<file path="src/rtl/o5_link_pkg.sv">
// Package: shared types for the one-hot-of-five link deserializer.
// Assumes a five-wire symbol bus: four data wires and one end-of-packet wire.
package o5_link_pkg;

    localparam int SYM_W  = 5;
    localparam int FLIT_W = 2;
    localparam int EOP_IX = 4;

    typedef enum logic [1:0] {
        ST_IDLE    = 2'd0,
        ST_RTZ     = 2'd1,
        ST_DELIVER = 2'd2
    } link_state_t;

    typedef struct packed {
        logic              any;    // at least one wire high
        logic              multi;  // more than one wire high
        logic              eop;    // lone end-of-packet wire
        logic [FLIT_W-1:0] val;    // data value of a lone data wire
    } sym_info_t;

endpackage

</file>
<file path="src/rtl/o5_sym_decode.sv">
// Module: o5_sym_decode
// Purely combinational classifier of one five-wire symbol.
// Assumes the wires are sampled synchronously by the consumer.
module o5_sym_decode
    import o5_link_pkg::*;
(
    input  logic [SYM_W-1:0] sym,
    output sym_info_t        info
);

    // Count high wires and encode the lone data wire position.
    always_comb begin
        int unsigned ones;
        ones = 0;
        info.val = '0;
        for (int i = 0; i < SYM_W; i++) begin
            if (sym[i]) ones = ones + 1;
        end
        for (int i = 0; i < EOP_IX; i++) begin
            if (sym[i]) info.val = FLIT_W'(i);
        end
        info.any   = (ones != 0);
        info.multi = (ones > 1);
        info.eop   = (ones == 1) && sym[EOP_IX];
    end

endmodule

</file>
<file path="src/rtl/o5_word_asm.sv">
// Module: o5_word_asm
// Counts the flits of a packet, drops the leading route flits and writes
// data flits into the word slot by slot, lowest pair first.
// Assumes take and clear never coincide (guaranteed by the handshake FSM).
module o5_word_asm
    import o5_link_pkg::*;
#(
    parameter int DROP_FLITS = 4,
    parameter int DATA_FLITS = 10
) (
    input  logic                         clk,
    input  logic                         rst_n,
    input  logic                         take,
    input  logic [FLIT_W-1:0]            val,
    input  logic                         clear,
    output logic [DATA_FLITS*FLIT_W-1:0] word,
    output logic                         len_ok
);

    localparam int TOTAL = DROP_FLITS + DATA_FLITS;
    localparam int CNT_W = $clog2(TOTAL + 2);
    localparam logic [CNT_W-1:0] CNT_SAT  = CNT_W'(TOTAL + 1);
    localparam logic [CNT_W-1:0] CNT_FULL = CNT_W'(TOTAL);

    logic [CNT_W-1:0] cnt;

    // Flit counter: saturates one past a full packet so overlength is seen.
    always_ff @(posedge clk) begin
        if (!rst_n || clear) cnt <= '0;
        else if (take && cnt != CNT_SAT) cnt <= cnt + 1'b1;
    end

    // One register slot per data flit, written when the count points at it.
    for (genvar g = 0; g < DATA_FLITS; g++) begin : g_slot
        localparam logic [CNT_W-1:0] SLOT_AT = CNT_W'(DROP_FLITS + g);
        // Capture this slot's flit value, clear at delivery.
        always_ff @(posedge clk) begin
            if (!rst_n || clear) word[g*FLIT_W +: FLIT_W] <= '0;
            else if (take && cnt == SLOT_AT) word[g*FLIT_W +: FLIT_W] <= val;
        end
    end

    assign len_ok = (cnt == CNT_FULL);

    AST_WORD_STABLE: assert property (@(posedge clk) disable iff (!rst_n)
        (!take && !clear) |=> $stable(word)) else $error("word changed without flit");
    AST_CLEAR_ZERO: assert property (@(posedge clk) disable iff (!rst_n)
        clear |=> (word == '0) && !len_ok) else $error("clear did not empty word");

endmodule

</file>
<file path="src/rtl/o5_link_fsm.sv">
// Module: o5_link_fsm
// Four-phase handshake controller for the link and the output adapter,
// plus the sticky error flags. Assumes decoded symbol info is from sampled wires.
module o5_link_fsm
    import o5_link_pkg::*;
(
    input  logic      clk,
    input  logic      rst_n,
    input  sym_info_t info,
    input  logic      len_ok,
    input  logic      out_ack,
    output logic      link_ack,
    output logic      out_req,
    output logic      take,
    output logic      clear,
    output logic      err_symbol,
    output logic      err_length
);

    link_state_t state;

    // Strobes to the assembler: accept a data flit, or empty after delivery.
    assign take  = (state == ST_IDLE) && info.any && !info.multi && !info.eop;
    assign clear = (state == ST_DELIVER) && out_ack;

    // Handshake sequencing and flag capture.
    always_ff @(posedge clk) begin
        if (!rst_n) begin
            state      <= ST_IDLE;
            link_ack   <= 1'b0;
            out_req    <= 1'b0;
            err_symbol <= 1'b0;
            err_length <= 1'b0;
        end else begin
            case (state)
                ST_IDLE: begin
                    if (info.multi) begin
                        err_symbol <= 1'b1;
                    end else if (info.eop) begin
                        if (!out_ack) begin
                            out_req <= 1'b1;
                            if (!len_ok) err_length <= 1'b1;
                            state <= ST_DELIVER;
                        end
                    end else if (info.any) begin
                        link_ack <= 1'b1;
                        state    <= ST_RTZ;
                    end
                end
                ST_RTZ: begin
                    if (!info.any) begin
                        link_ack <= 1'b0;
                        state    <= ST_IDLE;
                    end
                end
                ST_DELIVER: begin
                    if (out_ack) begin
                        out_req  <= 1'b0;
                        link_ack <= 1'b1;
                        state    <= ST_RTZ;
                    end
                end
                default: state <= ST_IDLE;
            endcase
        end
    end

    AST_ACK_HOLD: assert property (@(posedge clk) disable iff (!rst_n)
        (link_ack && info.any) |=> link_ack) else $error("ack dropped early");
    AST_ACK_RELEASE: assert property (@(posedge clk) disable iff (!rst_n)
        (link_ack && !info.any) |=> !link_ack) else $error("ack stuck");
    AST_REQ_HOLD: assert property (@(posedge clk) disable iff (!rst_n)
        (out_req && !out_ack) |=> out_req) else $error("request withdrawn");
    AST_EOP_GATED: assert property (@(posedge clk) disable iff (!rst_n)
        out_req |-> !link_ack) else $error("eop acked before adapter");
    AST_MULTI_IGNORED: assert property (@(posedge clk) disable iff (!rst_n)
        (state == ST_IDLE && info.multi) |=> (!link_ack && err_symbol)) else $error("bad symbol acked");
    AST_SYM_STICKY: assert property (@(posedge clk) disable iff (!rst_n)
        err_symbol |=> err_symbol) else $error("symbol flag cleared");
    AST_LEN_STICKY: assert property (@(posedge clk) disable iff (!rst_n)
        err_length |=> err_length) else $error("length flag cleared");

endmodule

</file>
<file path="src/rtl/o5_link_deser.sv">
// Module: o5_link_deser (top)
// Receives one-hot-of-five flits, drops leading route flits, builds the
// payload word and hands it to the output adapter on end of packet.
// Assumes link wires are synchronous to clk.
module o5_link_deser
    import o5_link_pkg::*;
#(
    parameter int DROP_FLITS = 4,
    parameter int DATA_FLITS = 10,
    localparam int WORD_W = DATA_FLITS * FLIT_W
) (
    input  logic              clk,
    input  logic              rst_n,
    input  logic [SYM_W-1:0]  link_sym,
    output logic              link_ack,
    output logic              out_req,
    input  logic              out_ack,
    output logic [WORD_W-1:0] out_word,
    output logic              err_symbol,
    output logic              err_length
);

    sym_info_t info;
    logic      take;
    logic      clear;
    logic      len_ok;

    o5_sym_decode u_dec (
        .sym  (link_sym),
        .info (info)
    );

    o5_word_asm #(
        .DROP_FLITS (DROP_FLITS),
        .DATA_FLITS (DATA_FLITS)
    ) u_asm (
        .clk    (clk),
        .rst_n  (rst_n),
        .take   (take),
        .val    (info.val),
        .clear  (clear),
        .word   (out_word),
        .len_ok (len_ok)
    );

    o5_link_fsm u_fsm (
        .clk        (clk),
        .rst_n      (rst_n),
        .info       (info),
        .len_ok     (len_ok),
        .out_ack    (out_ack),
        .link_ack   (link_ack),
        .out_req    (out_req),
        .take       (take),
        .clear      (clear),
        .err_symbol (err_symbol),
        .err_length (err_length)
    );

endmodule

</file>
<file path="config.mk">
export PLATFORM = sky130hd
export DESIGN_NAME = o5_link_deser
export DESIGN_NICKNAME = d
export VERILOG_FILES = /design/src/rtl/o5_link_pkg.sv /design/src/rtl/o5_sym_decode.sv /design/src/rtl/o5_word_asm.sv /design/src/rtl/o5_link_fsm.sv /design/src/rtl/o5_link_deser.sv
export SDC_FILE = /design/constraint.sdc
export NUM_CORES = 1
export LEC_CHECK = 0
export BUFFER_PORTS_ARGS = -buffer_cell sky130_fd_sc_hd__buf_2
export CORE_MARGIN = 2
export CORE_UTILIZATION = 55
export CTS_CLUSTER_SIZE = 8
export DETAILED_ROUTE_END_ITERATION = 8
export PLACE_DENSITY = 0.79
export SETUP_SLACK_MARGIN = 0.4
export SLEW_MARGIN = 20
export SYNTH_ARGS = -nofsm -noshare
export SYNTH_HDL_FRONTEND = slang
export SYNTH_SLANG_ARGS = --single-unit
</file>
<file path="constraint.sdc">
create_clock -name clk -period 3.6 [get_ports clk]
set_input_delay 0.36 -clock clk [delete_from_list [all_inputs] [get_ports clk]]
set_output_delay 0.36 -clock clk [all_outputs]
set_load 0.03 [all_outputs]
</file>
# Word level (Yosys, flattened, before mapping)
# Index checks and enable logic that the tools add are counted.
# word_totals
reg_bits	30
inputBits	8
output_inout_bits	24
wordCells	104
# classes
addsub	5
n_lt_le_gt_ge	1
eq_ne	24
muxes	26
bitwise	3
reduce_logical	29
# op_table
cell	n
$mux W32	4
$add A32 B1 Y32 const B	3
$eq A32 B1 Y1 const B	1
$gt A32 B1 Y1 const B	1
$reduce_bool A32 Y1	1
$eq A4 B4 Y1 const B	7
$eq A4 B3 Y1 const B	4
$logic_and A1 B1 Y1	16
$mux W2	8
$reduce_and A5 Y1	3
$mux W1	11
$ne A2 B2 Y1 const B	5
$pmux W2 S3	1
$reduce_and A6 Y1	1
$add A4 B1 Y4 const B	1
$ne A2 B1 Y1 const B	2
$ne A4 B4 Y1 const B	1
$logic_not A1 Y1	3
$ne A3 B1 Y1 const B	1
$ne A3 B3 Y1 const B	1
$not A1 Y1	3
$pmux W1 S3	1
$reduce_bool A3 Y1	1
$add A1 B1 Y2 const B	1
7 further kinds	7

# Depth between registers and ports, before layout
# Gate-level depths: netlist (run 1).
# logic_depth
ltp_word	14
ltp_mapped	15

# Hierarchy
# From an unflattened synthesis (run 1), not the netlist that was laid out.
# unflattened
cells_unflattened	170
hier_area_um2	1596.5
# modules_own_cells
module	n_inst	cells_each	area_each_um2
o5_word_asm	1	108	1079.8
o5_link_fsm	1	30	259.0
o5_sym_decode	1	32	257.7

# Worst setup path before layout (run 1)
# No wires, ideal clock.
# synth_path
path_kind	in2reg
start	input port link_sym[0]
end	register u_asm.word[4]
setup_time_ns	0.078
arrival_ns	2.936
setup_slack_ns	0.586
cell_stages	14
n_path_buf	1
cell_sequence	inv_1 ha_1 xor2_1 ha_1 nand2_1 o21ai_0 ha_1 nand2_1 xnor2_1 o21ai_0 a211oi_4 buf_6 and3_1 mux2i_1
# synth_via
elab_chain_cells	14
elab_cells_between_ends	19
cone_classes	4 x add/sub; 1 x order compare; 1 x eq/ne; 5 x mux; 8 x reduce/logical
# synth_rtl
element	line	rtl
from (decl)	o5_link_deser.sv:14	input logic [SYM_W-1:0] link_sym,
$mux W1 *	o5_sym_decode.sv:17	if (sym[i]) ones = ones + 1;
$add A1 B1 Y2	o5_sym_decode.sv:17	
$mux W32 *	o5_sym_decode.sv:17	
$add A32 B1 Y32	o5_sym_decode.sv:17	
$mux W32 *	o5_sym_decode.sv:17	
$add A32 B1 Y32	o5_sym_decode.sv:17	
$mux W32 *	o5_sym_decode.sv:17	
$add A32 B1 Y32	o5_sym_decode.sv:17	
$mux W32 *	o5_sym_decode.sv:17	
$gt A32 B1 Y1, or another cell as far along	o5_sym_decode.sv:23	info.multi = (ones > 1);
$logic_not A1 Y1, or another cell as far along	o5_link_fsm.sv:23	assign take = (state == ST_IDLE) && info.any && !info.multi && !info.eop;
$logic_and A1 B1 Y1 / $logic_not A1 Y1 (equally long branches)	o5_link_fsm.sv:23	
$logic_and A1 B1 Y1 *	o5_link_fsm.sv:23	
$logic_and A1 B1 Y1 *	o5_word_asm.sv:39	else if (take && cnt == SLOT_AT) word[g*FLIT_W +: FLIT_W] <= val;
to (signal, indexed assignment)	o5_word_asm.sv:39	
to (decl)	o5_word_asm.sv:16	output logic [DATA_FLITS*FLIT_W-1:0] word,
# Mark *: on every way between the ends. The rest lies on a longest branch, timed or not.
# A chain may end at the register's enable or synchronous reset.

# Worst setup path after layout (run 1)
# layout_path
start	input port link_sym[0]
end	register u_asm.word[16]
# Same word-level chain as after synthesis.

==> results of run 1 <==
[through the flow]
stage	instance area [um^2]	std cells	power, uW	hold slack, ps
CTS	2070	281	898	338
global placement	1990	273	650	440
floorplan	1810	206	599	495
global route	2090	283	960	328
finish	2090	283	896	346
detailed placement	1990	273	653	444
[layout make-up]
type / instances / area [um^2]
Clock buffer: 8 / 78.8
Fill cell: 288 / 1010
Inverter: 11 / 41.3
Multi-Input combinational cell: 155 / 1130
Sequential cell: 30 / 601
Tap cell: 44 / 55.1
Timing Repair Buffer: 35 / 185
[registers in the layout (all words and copies together), names as in the netlist]
signal and flops:
u_fsm.out_req 1, u_fsm.link_ack 1, u_fsm.state 2, u_asm.cnt 4, u_asm.word 20, u_fsm.err_symbol 1
u_fsm.err_length 1
[repair_timing]
item,in CTS,in global routing
setup endpoints to repair,0,29
resized for setup,0,2
setup buffers,0,2
[worst reg2reg max path, delay by kind of cell (launching register included)]
kind	cells	cell delay (ps)
AOI/OAI and AO/OA	1	260
buffers and inverters	2	270
DFF	1	350
adders and majority gates	1	410
and+or+nand+nor	2	450
muxes	1	190
[cell families after synthesis]
| group | Yosys count |
|---|---|
| buffers and inverters | 21 |
| and+or+nand+nor | 80 |
| AOI/OAI and AO/OA | 31 |
| DFF | 30 |
| xor gates and xnor gates | 4 |
| adders and majority gates | 13 |
| muxes | 27 |
[per-layer routing]
metal	wire, um	GRT usage
met3	129	0.0441
met5	0	0
met4	27	0.0638
met1	1690	0.269
met2	1460	0.295
[worst max path at each step]
| stage | to | slack [ps] | depth (start not counted) |
|---|---|---|---|
| global route | u_asm.word[19] | 410 | 15 |
| detailed placement | u_asm.word[6] | 130 | 14 |
| floorplan | u_asm.word[4] | 590 | 14 |
| finish | u_asm.word[16] | 670 | 13 |
| CTS | u_asm.word[6] | 440 | 14 |
| global placement | u_asm.word[6] | 180 | 14 |
[synthesized netlist by cell type, drive strengths merged (3+ instances only)]
library cell,number
a21oi,8
a31oi,4
and3,10
buf,5
clkbuf,5
dfxtp,30
ha,13
inv,11
mux2i,26
nand2,36
nand2b,5
nand3,7
nor2,6
nor2b,4
nor3,3
o21ai,9
[power groups by stage]
stage          sequential (uW)  combinational, uW  clock (uW)
2_1_floorplan              396                202           0
3_3_place_gp               373                276           0
3_5_place_dp               374                279           0
4_1_cts                    366                281         251
5_1_grt                    369                325         266
6_report                   366                287         243
==> impl_metrics.ini, run 1 <==
[min_path]
holdPathStages = 2
hp-start = rst_n
whs_endpoint = u_fsm.err_symbol
hp-class = in2reg

[synth]
synthMuxAreaShare = 0.150
synth-simple-area-share = 0.224
ys_types = 41
synth_compound_area_frac = 0.130
synth_fa_ha_area_frac = 0.0897
syn_nets = 227
synthTopCellsByArea = dfxtp_1 (33%), mux2i_1 (14%), ha_1 (9.0%), nand2_1 (7.5%), and3_1 (3.5%)
yosysWarningCount = 0
ys_seq_area_frac = 0.331
syn_area_um2 = 1810
synth_top_family_by_area = simple AND/OR/NAND/NOR gates
synth_top_area_cell = dfxtp_1
synth_enable_flop_cells = 0
synth_xor_area_frac = 0.0235
synth-async-reset-ratio = 0
synth-seq-cells = 30
syn_avg_cell_area_um2 = 8.80
synth_top_area_share = 0.331
synthFlopType = dfxtp_1
synth_cells = 206

[timing]
min_period_ps = 2930
max_freq_mhz = 341
rsz0062_at_grt = false
fin_setup_tns_ps = 0
slew_headroom = 0.530
finalSetupViolCount = 0
final_hold_viol_count = 0
drv_slew = 0
tightest_slew_ps = 700
worst_clock_skew_ps = 9.32
setup_ws_ps = 669
finalCritPeriodShare = 0.814

[detailed_routing]
vias = 1468
wire_per_inst_um = 11.7
drtAntennaViolNets = 0
routed_wl_um = 3310
firstDrtPassIters = 4
drt_iter0_markers = 61
via_per_inst = 5.19
drc_errors = 0

[setup_path]
r2r-end = u_asm.word[16]
critPathMaxFanout = 9
required_ps = 3850
r2r-start = u_fsm.state[0]
reg2regPathDepth = 7
slowest_delay_ps = 380
crit_start = link_sym[0]
crit_top_cell = ha_1
cp.arrival_ps = 3180
crit_slowest_cell = ha_1
r2r_setup_slack_ps = 1610
cp_cell_sequence = buf_2 -> inv_1 -> ha_1 -> xor2_2 -> xnor2_2 -> ha_1 -> nand2_1 -> a2111oi_4 -> a21oi_2 -> a211oi_4 -> buf_4 -> and4_1 -> mux2i_1
cp_top_family = compound AO/OA/AOI/OAI gates
critPathKind = in2reg
endpoint_kind = flop
crit_buf_inv = 3
start_kind = primary input

[power]
powerDensity_nw_per_um2 = 429
pwr-share-seq = 0.409
pwr-share-comb = 0.321
power.internal_uw = 596
p_leak_uw = 0.000925
vdd_drop_max_mv = 0.327
clockPowerShare = 0.271
switchingPower_uw = 301
switching_share = 0.335

[placed_design]
gp_congestion = 0.905
pre_cts_ws_ps = 130
dpl.hpwl_um = 2380
io_buffer_count = 31

[run]
cap_violations = 0

[finish]
nNetsFinal = 259
syn2layout_area_growth_pct = 15.2
drive_gt1_frac = 0.222
final_util = 0.673
final_common_cell = nand2_1
antenna_cells = 0
layout_common_cells = nand2_1 (36), buf_2 (31), dfxtp_1 (30), mux2i_1 (26), ha_1 (13)

[cts]
cts_max_level = 2
cts_hold_buf = 0
cts_made_buffers = 5
cts_num_sinks = 30
cts_root_buf = clkbuf_4
clkLatencyLatePin_ps = 320
cts_max_path_buffers = 2
cts.clk_slew.worst_paths_ps = 90
cts_tree = built

[floorplanning]
design.core.area_um2 = 3100
ios = 32
fp.dieW_um = 61.4
initial_core_util = 0.584
rows = 20
dieArea_um2 = 3770
dieHeight_um = 61.4

[global_route]
grt_max_degree = 27
overflow = 0
grt_antenna_before_repair = 0
grtUsageTotal = 0.193
grt_pass1_vias = 1307
grt_pass1_wl_um = 5520

[status]
status = complete, no violations
(Power assumes the default switching activity.)
==> run 2, diff against run 1 <==
Settings changed: CORE_UTILIZATION 55 to 50, PLACE_DENSITY 0.79 to 0.75.
Clock period 3.6 ns to 2.5 ns, I/O delays scaled along.
==> impl_metrics.ini, run 2 (synthesis results as in run 1) <==
[cts]
cts.clk_slew.worst_paths_ps = 90
cts_num_sinks = 30
clkLatencyLatePin_ps = 320
cts_max_level = 2
cts_root_buf = clkbuf_4
cts_tree = built
cts_made_buffers = 5
cts_max_path_buffers = 2

[floorplanning]
design.core.area_um2 = 3420
dieHeight_um = 64.2
fp.dieW_um = 64.2
initial_core_util = 0.531
ios = 32
rows = 21
dieArea_um2 = 4120

[setup_path]
cp.arrival_ps = 2610
critPathMaxFanout = 4
crit_slowest_cell = a2111oi_4
crit_buf_inv = 5
slowest_delay_ps = 410
crit_top_cell = buf_4
cp_top_family = compound AO/OA/AOI/OAI gates
start_kind = primary input
critPathKind = in2reg
required_ps = 2720
cp_cell_sequence = buf_8 -> clkinv_8 -> ha_4 -> xor2_4 -> buf_4 -> buf_4 -> xnor2_4 -> ha_4 -> nand2_4 -> xnor2_2 -> o21ai_2 -> buf_4 -> a2111oi_4 -> o21ai_1 -> a2bb2oi_1
endpoint_kind = flop

[power]
p_leak_uw = 0.00106
powerDensity_nw_per_um2 = 576
vdd_drop_max_mv = 0.569

[detailed_routing]
firstDrtPassIters = 6
drc_errors = 0
wire_per_inst_um = 13.2
drtAntennaViolNets = 0
drt_iter0_markers = 82
via_per_inst = 5.33
vias = 1636
routed_wl_um = 4060

[status]
status = complete, no violations

[finish]
layout_common_cells = nand2_1 (34), buf_2 (30), dfxtp_1 (30), mux2i_1 (26), buf_4 (21)
instances_no_fill = 307
drive_gt1_frac = 0.372
reg.largest.list = u_asm.word x20, u_asm.cnt x4, u_fsm.state x2
nNetsFinal = 281
stdcell_area_um2 = 2480
syn2layout_area_growth_pct = 37.1
largest_reg_flops = 20
fillerInstances = 255
regMostFlops = u_asm.word
final_common_cell = nand2_1
antenna_cells = 0

[timing]
finalSetupViolCount = 0
final_hold_viol_count = 0
drv_slew = 0
max_freq_mhz = 417
min_period_ps = 2400
finalCritPeriodShare = 0.958
tightest_slew_ps = 723
worst_clock_skew_ps = 3.39
rsz0062_at_grt = true
slew_headroom = 0.515

[placed_design]
gp_congestion = 0.836
dpl.hpwl_um = 2870
io_buffer_count = 31
post_dp_cell_area_um2 = 2220
dpl.cell_count = 291

[global_route]
grt_max_degree = 15
grt_pass1_vias = 1549
grt_pass1_wl_um = 6820
grtUsageTotal = 0.207
grt_antenna_before_repair = 0
overflow = 0

[min_path]
hp-class = in2reg

[run]
cap_violations = 0
-- run 2: cell count changes in the layout (fill, tap and decap cells not counted), moves of 3 or more --
cell     before  now
buf_4         4   21
and3_1       10    4
and3_4        0    6
buf_6         0    4
o21ai_0       7    4
-- run 2: per-layer routing --
metal | part of all wire | GRT usage | vias to the layer above
li1 | - | - | 826
met1 | 0.47 | 0.272 | 761
met2 | 0.47 | 0.344 | 45
met3 | 0.044 | 0.0511 | 4
met4 | 0.0076 | 0.0479 | 0
met5 | 0 | 0 | -
-- run 2: area by class of cell --
| cell class | instances | area [um^2] | area share |
|---|---|---|---|
| Clock buffer | 8 | 78.8 | 0.0317 |
| Inverter | 11 | 66.3 | 0.0267 |
| Multi-Input combinational cell | 155 | 1290 | 0.521 |
| Sequential cell | 30 | 601 | 0.242 |
| Tap cell | 46 | 57.6 | 0.0232 |
| Timing Repair Buffer | 57 | 388 | 0.156 |
-- run 2: path summary, 6_finish.rpt --
check | from | to | slack (ps) | depth (start not counted)
max | link_sym[1] | u_fsm.state[0] | 100 | 15
min | rst_n | u_fsm.state[1] | 240 | 2
max reg2reg | u_fsm.state[0] | u_asm.word[11] | 570 | 7
min reg2reg | u_asm.word[4] | u_asm.word[4] | 460 | 2
-- run 2: through the flow --
stage          worst slack, ps  hold slack (ps)  total power, uW  TNS, ps   util
6_report                   104              242             1430        0  0.727
5_1_grt                  -14.1              237             1520    -41.0  0.727
3_5_place_dp              -338              446             1010    -7770  0.649
4_1_cts                    109              229             1390        0  0.703
2_1_floorplan            -28.6              477              883     -310      -
3_3_place_gp              -314              440             1010    -6790  0.649
-- run 2: power breakdown --
part           leakage (uW)  internal, uW  switching, uW
registers          0.000243           507           21.2
clock network     0.0000446           192            163
logic              0.000773           246            302
-- run 2: what timing repair did --
action / CTS / global route
buffers inserted: 3 / 4
endpoints found under the setup margin: 30 / 30
hold buffers: 0 / 0
gates resized for setup: 20 / 9
pin swaps: 6 / 9
gates cloned: 1 / 0
==> run 3, diff against run 2 <==
Settings changed: CORE_UTILIZATION 50 to 46, PLACE_DENSITY 0.75 to 0.7, RECOVER_POWER from default to 50.
==> impl_metrics.ini, run 3 (synthesis results as in run 1) <==
[detailed_routing]
vias = 1585
drtAntennaViolNets = 0
routed_wl_um = 3910
wire_per_inst_um = 12.9
drt_iter0_markers = 124
via_per_inst = 5.21
drc_errors = 0
firstDrtPassIters = 4

[timing]
finalCritPeriodShare = 0.977
rsz0062_at_grt = true
setup_ws_ps = 56.8
drv_slew = 0
finalSetupViolCount = 0
min_period_ps = 2440
worst_clock_skew_ps = 1.25
tightest_slew_ps = 727
max_freq_mhz = 409
final_hold_viol_count = 0
slew_headroom = 0.512

[global_route]
grt_antenna_before_repair = 0
grt_pass1_wl_um = 6380
grt_pass1_vias = 1381
grt_max_degree = 15
grtUsageTotal = 0.187
overflow = 0

[cts]
cts_made_buffers = 5
cts_tree = built
cts_max_path_buffers = 2
clkLatencyLatePin_ps = 280
cts_max_level = 2
cts_num_sinks = 30
cts_root_buf = clkbuf_8
cts.clk_slew.worst_paths_ps = 60
cts_hold_buf = 0

[finish]
reg.largest.list = u_asm.word x20, u_asm.cnt x4, u_fsm.state x2
syn2layout_area_growth_pct = 31.4
nNetsFinal = 276
layout_common_cells = nand2_1 (34), dfxtp_1 (30), mux2i_1 (26), clkbuf_1 (24), buf_4 (19)
drive_gt1_frac = 0.254
antenna_cells = 0
largest_reg_flops = 20
fillerInstances = 321
regMostFlops = u_asm.word
final_common_cell = nand2_1
stdcell_area_um2 = 2380

[floorplanning]
dieHeight_um = 66.8
dieArea_um2 = 4460
ios = 32
initial_core_util = 0.488
design.core.area_um2 = 3720
fp.dieW_um = 66.8
rows = 22

[power]
vdd_drop_max_mv = 0.423
p_leak_uw = 0.000926
powerDensity_nw_per_um2 = 598
total_power_uw = 1420

[placed_design]
io_buffer_count = 31
post_dp_cell_area_um2 = 2230
dpl.hpwl_um = 2810
pre_cts_ws_ps = -352
gp_congestion = 0.837

[setup_path]
endpoint_kind = flop
critPathKind = in2reg
slowest_delay_ps = 430
cp_top_family = compound AO/OA/AOI/OAI gates
crit_slowest_cell = a2111oi_4
required_ps = 2670
critPathMaxFanout = 4
cp_cell_sequence = buf_12 -> inv_12 -> ha_4 -> xor2_4 -> ha_1 -> nand2_1 -> o21ai_1 -> ha_2 -> nand2_4 -> xnor2_2 -> o21ai_2 -> buf_4 -> a2111oi_4 -> o21ai_0 -> a2bb2oi_1
crit_buf_inv = 3
cp.arrival_ps = 2610
start_kind = primary input

[status]
status = complete, no violations

[min_path]
hp-class = in2reg

[run]
cap_violations = 0
[run 3: changes by cell type in the layout (fill, tap and decap cells not counted), moves of 2 or more]
| cell | before | now |
|---|---|---|
| clkbuf_1 | 0 | 24 |
| buf_2 | 30 | 5 |
| buf_4 | 21 | 19 |
| clkbuf_4 | 5 | 0 |
| buf_6 | 4 | 2 |
| clkbuf_8 | 3 | 6 |
[run 3: final timing paths]
| path | start | depth (start not counted) | slack [ps] | to |
|---|---|---|---|---|
| setup / recovery | link_sym[0] | 15 | 60 | u_fsm.state[0] |
| hold / removal | rst_n | 2 | 290 | u_fsm.state[1] |
| setup reg to reg | u_fsm.state[0] | 7 | 540 | u_asm.word[17] |
| hold reg to reg | u_asm.word[14] | 2 | 460 | u_asm.word[14] |
[run 3: layer usage]
| metal | track usage | part of all wire |
|---|---|---|
| met1 | 0.253 | 0.50 |
| met2 | 0.291 | 0.45 |
| met3 | 0.0422 | 0.043 |
| met4 | 0.0663 | 0.0059 |
| met5 | 0 | 0 |
[run 3: report_power, final]
group	internal [uW]	switching, uW
logic	207	283
clock network	221	185
registers	507	21.1
[run 3: cell type report]
class / count / area (um^2) / share of cell area
Clock buffer: 6 / 82.6 / 0.0347
Clock inverter: 2 / 12.5 / 0.00525
Inverter: 11 / 61.3 / 0.0257
Multi-Input combinational cell: 155 / 1250 / 0.525
Sequential cell: 30 / 601 / 0.252
Tap cell: 48 / 60.1 / 0.0252
Timing Repair Buffer: 52 / 315 / 0.132
[run 3: what timing repair did]
item	in CTS	in global routing
setup buffers	1	1
gates resized for setup	17	2
pin swaps	8	4
setup endpoints to repair	30	30
[run 3: stage by stage]
step            util  cells  hold slack (ps)  TNS (ps)
5_1_grt        0.641    304              306     -62.5
3_3_place_gp   0.599    294              440     -6640
3_5_place_dp   0.599    294              445     -7410
2_1_floorplan      -    206              477      -310
4_1_cts        0.644    303              281         0
6_report       0.641    304              287         0
[run 3: worst register-to-register path, stage by stage (launching register included)]
cell      delay [ps]
dfxtp_1          340
inv_1             80
ha_1             410
nand3b_1         190
a211oi_4         270
buf_6            160
and4_4           240
mux2i_1          200
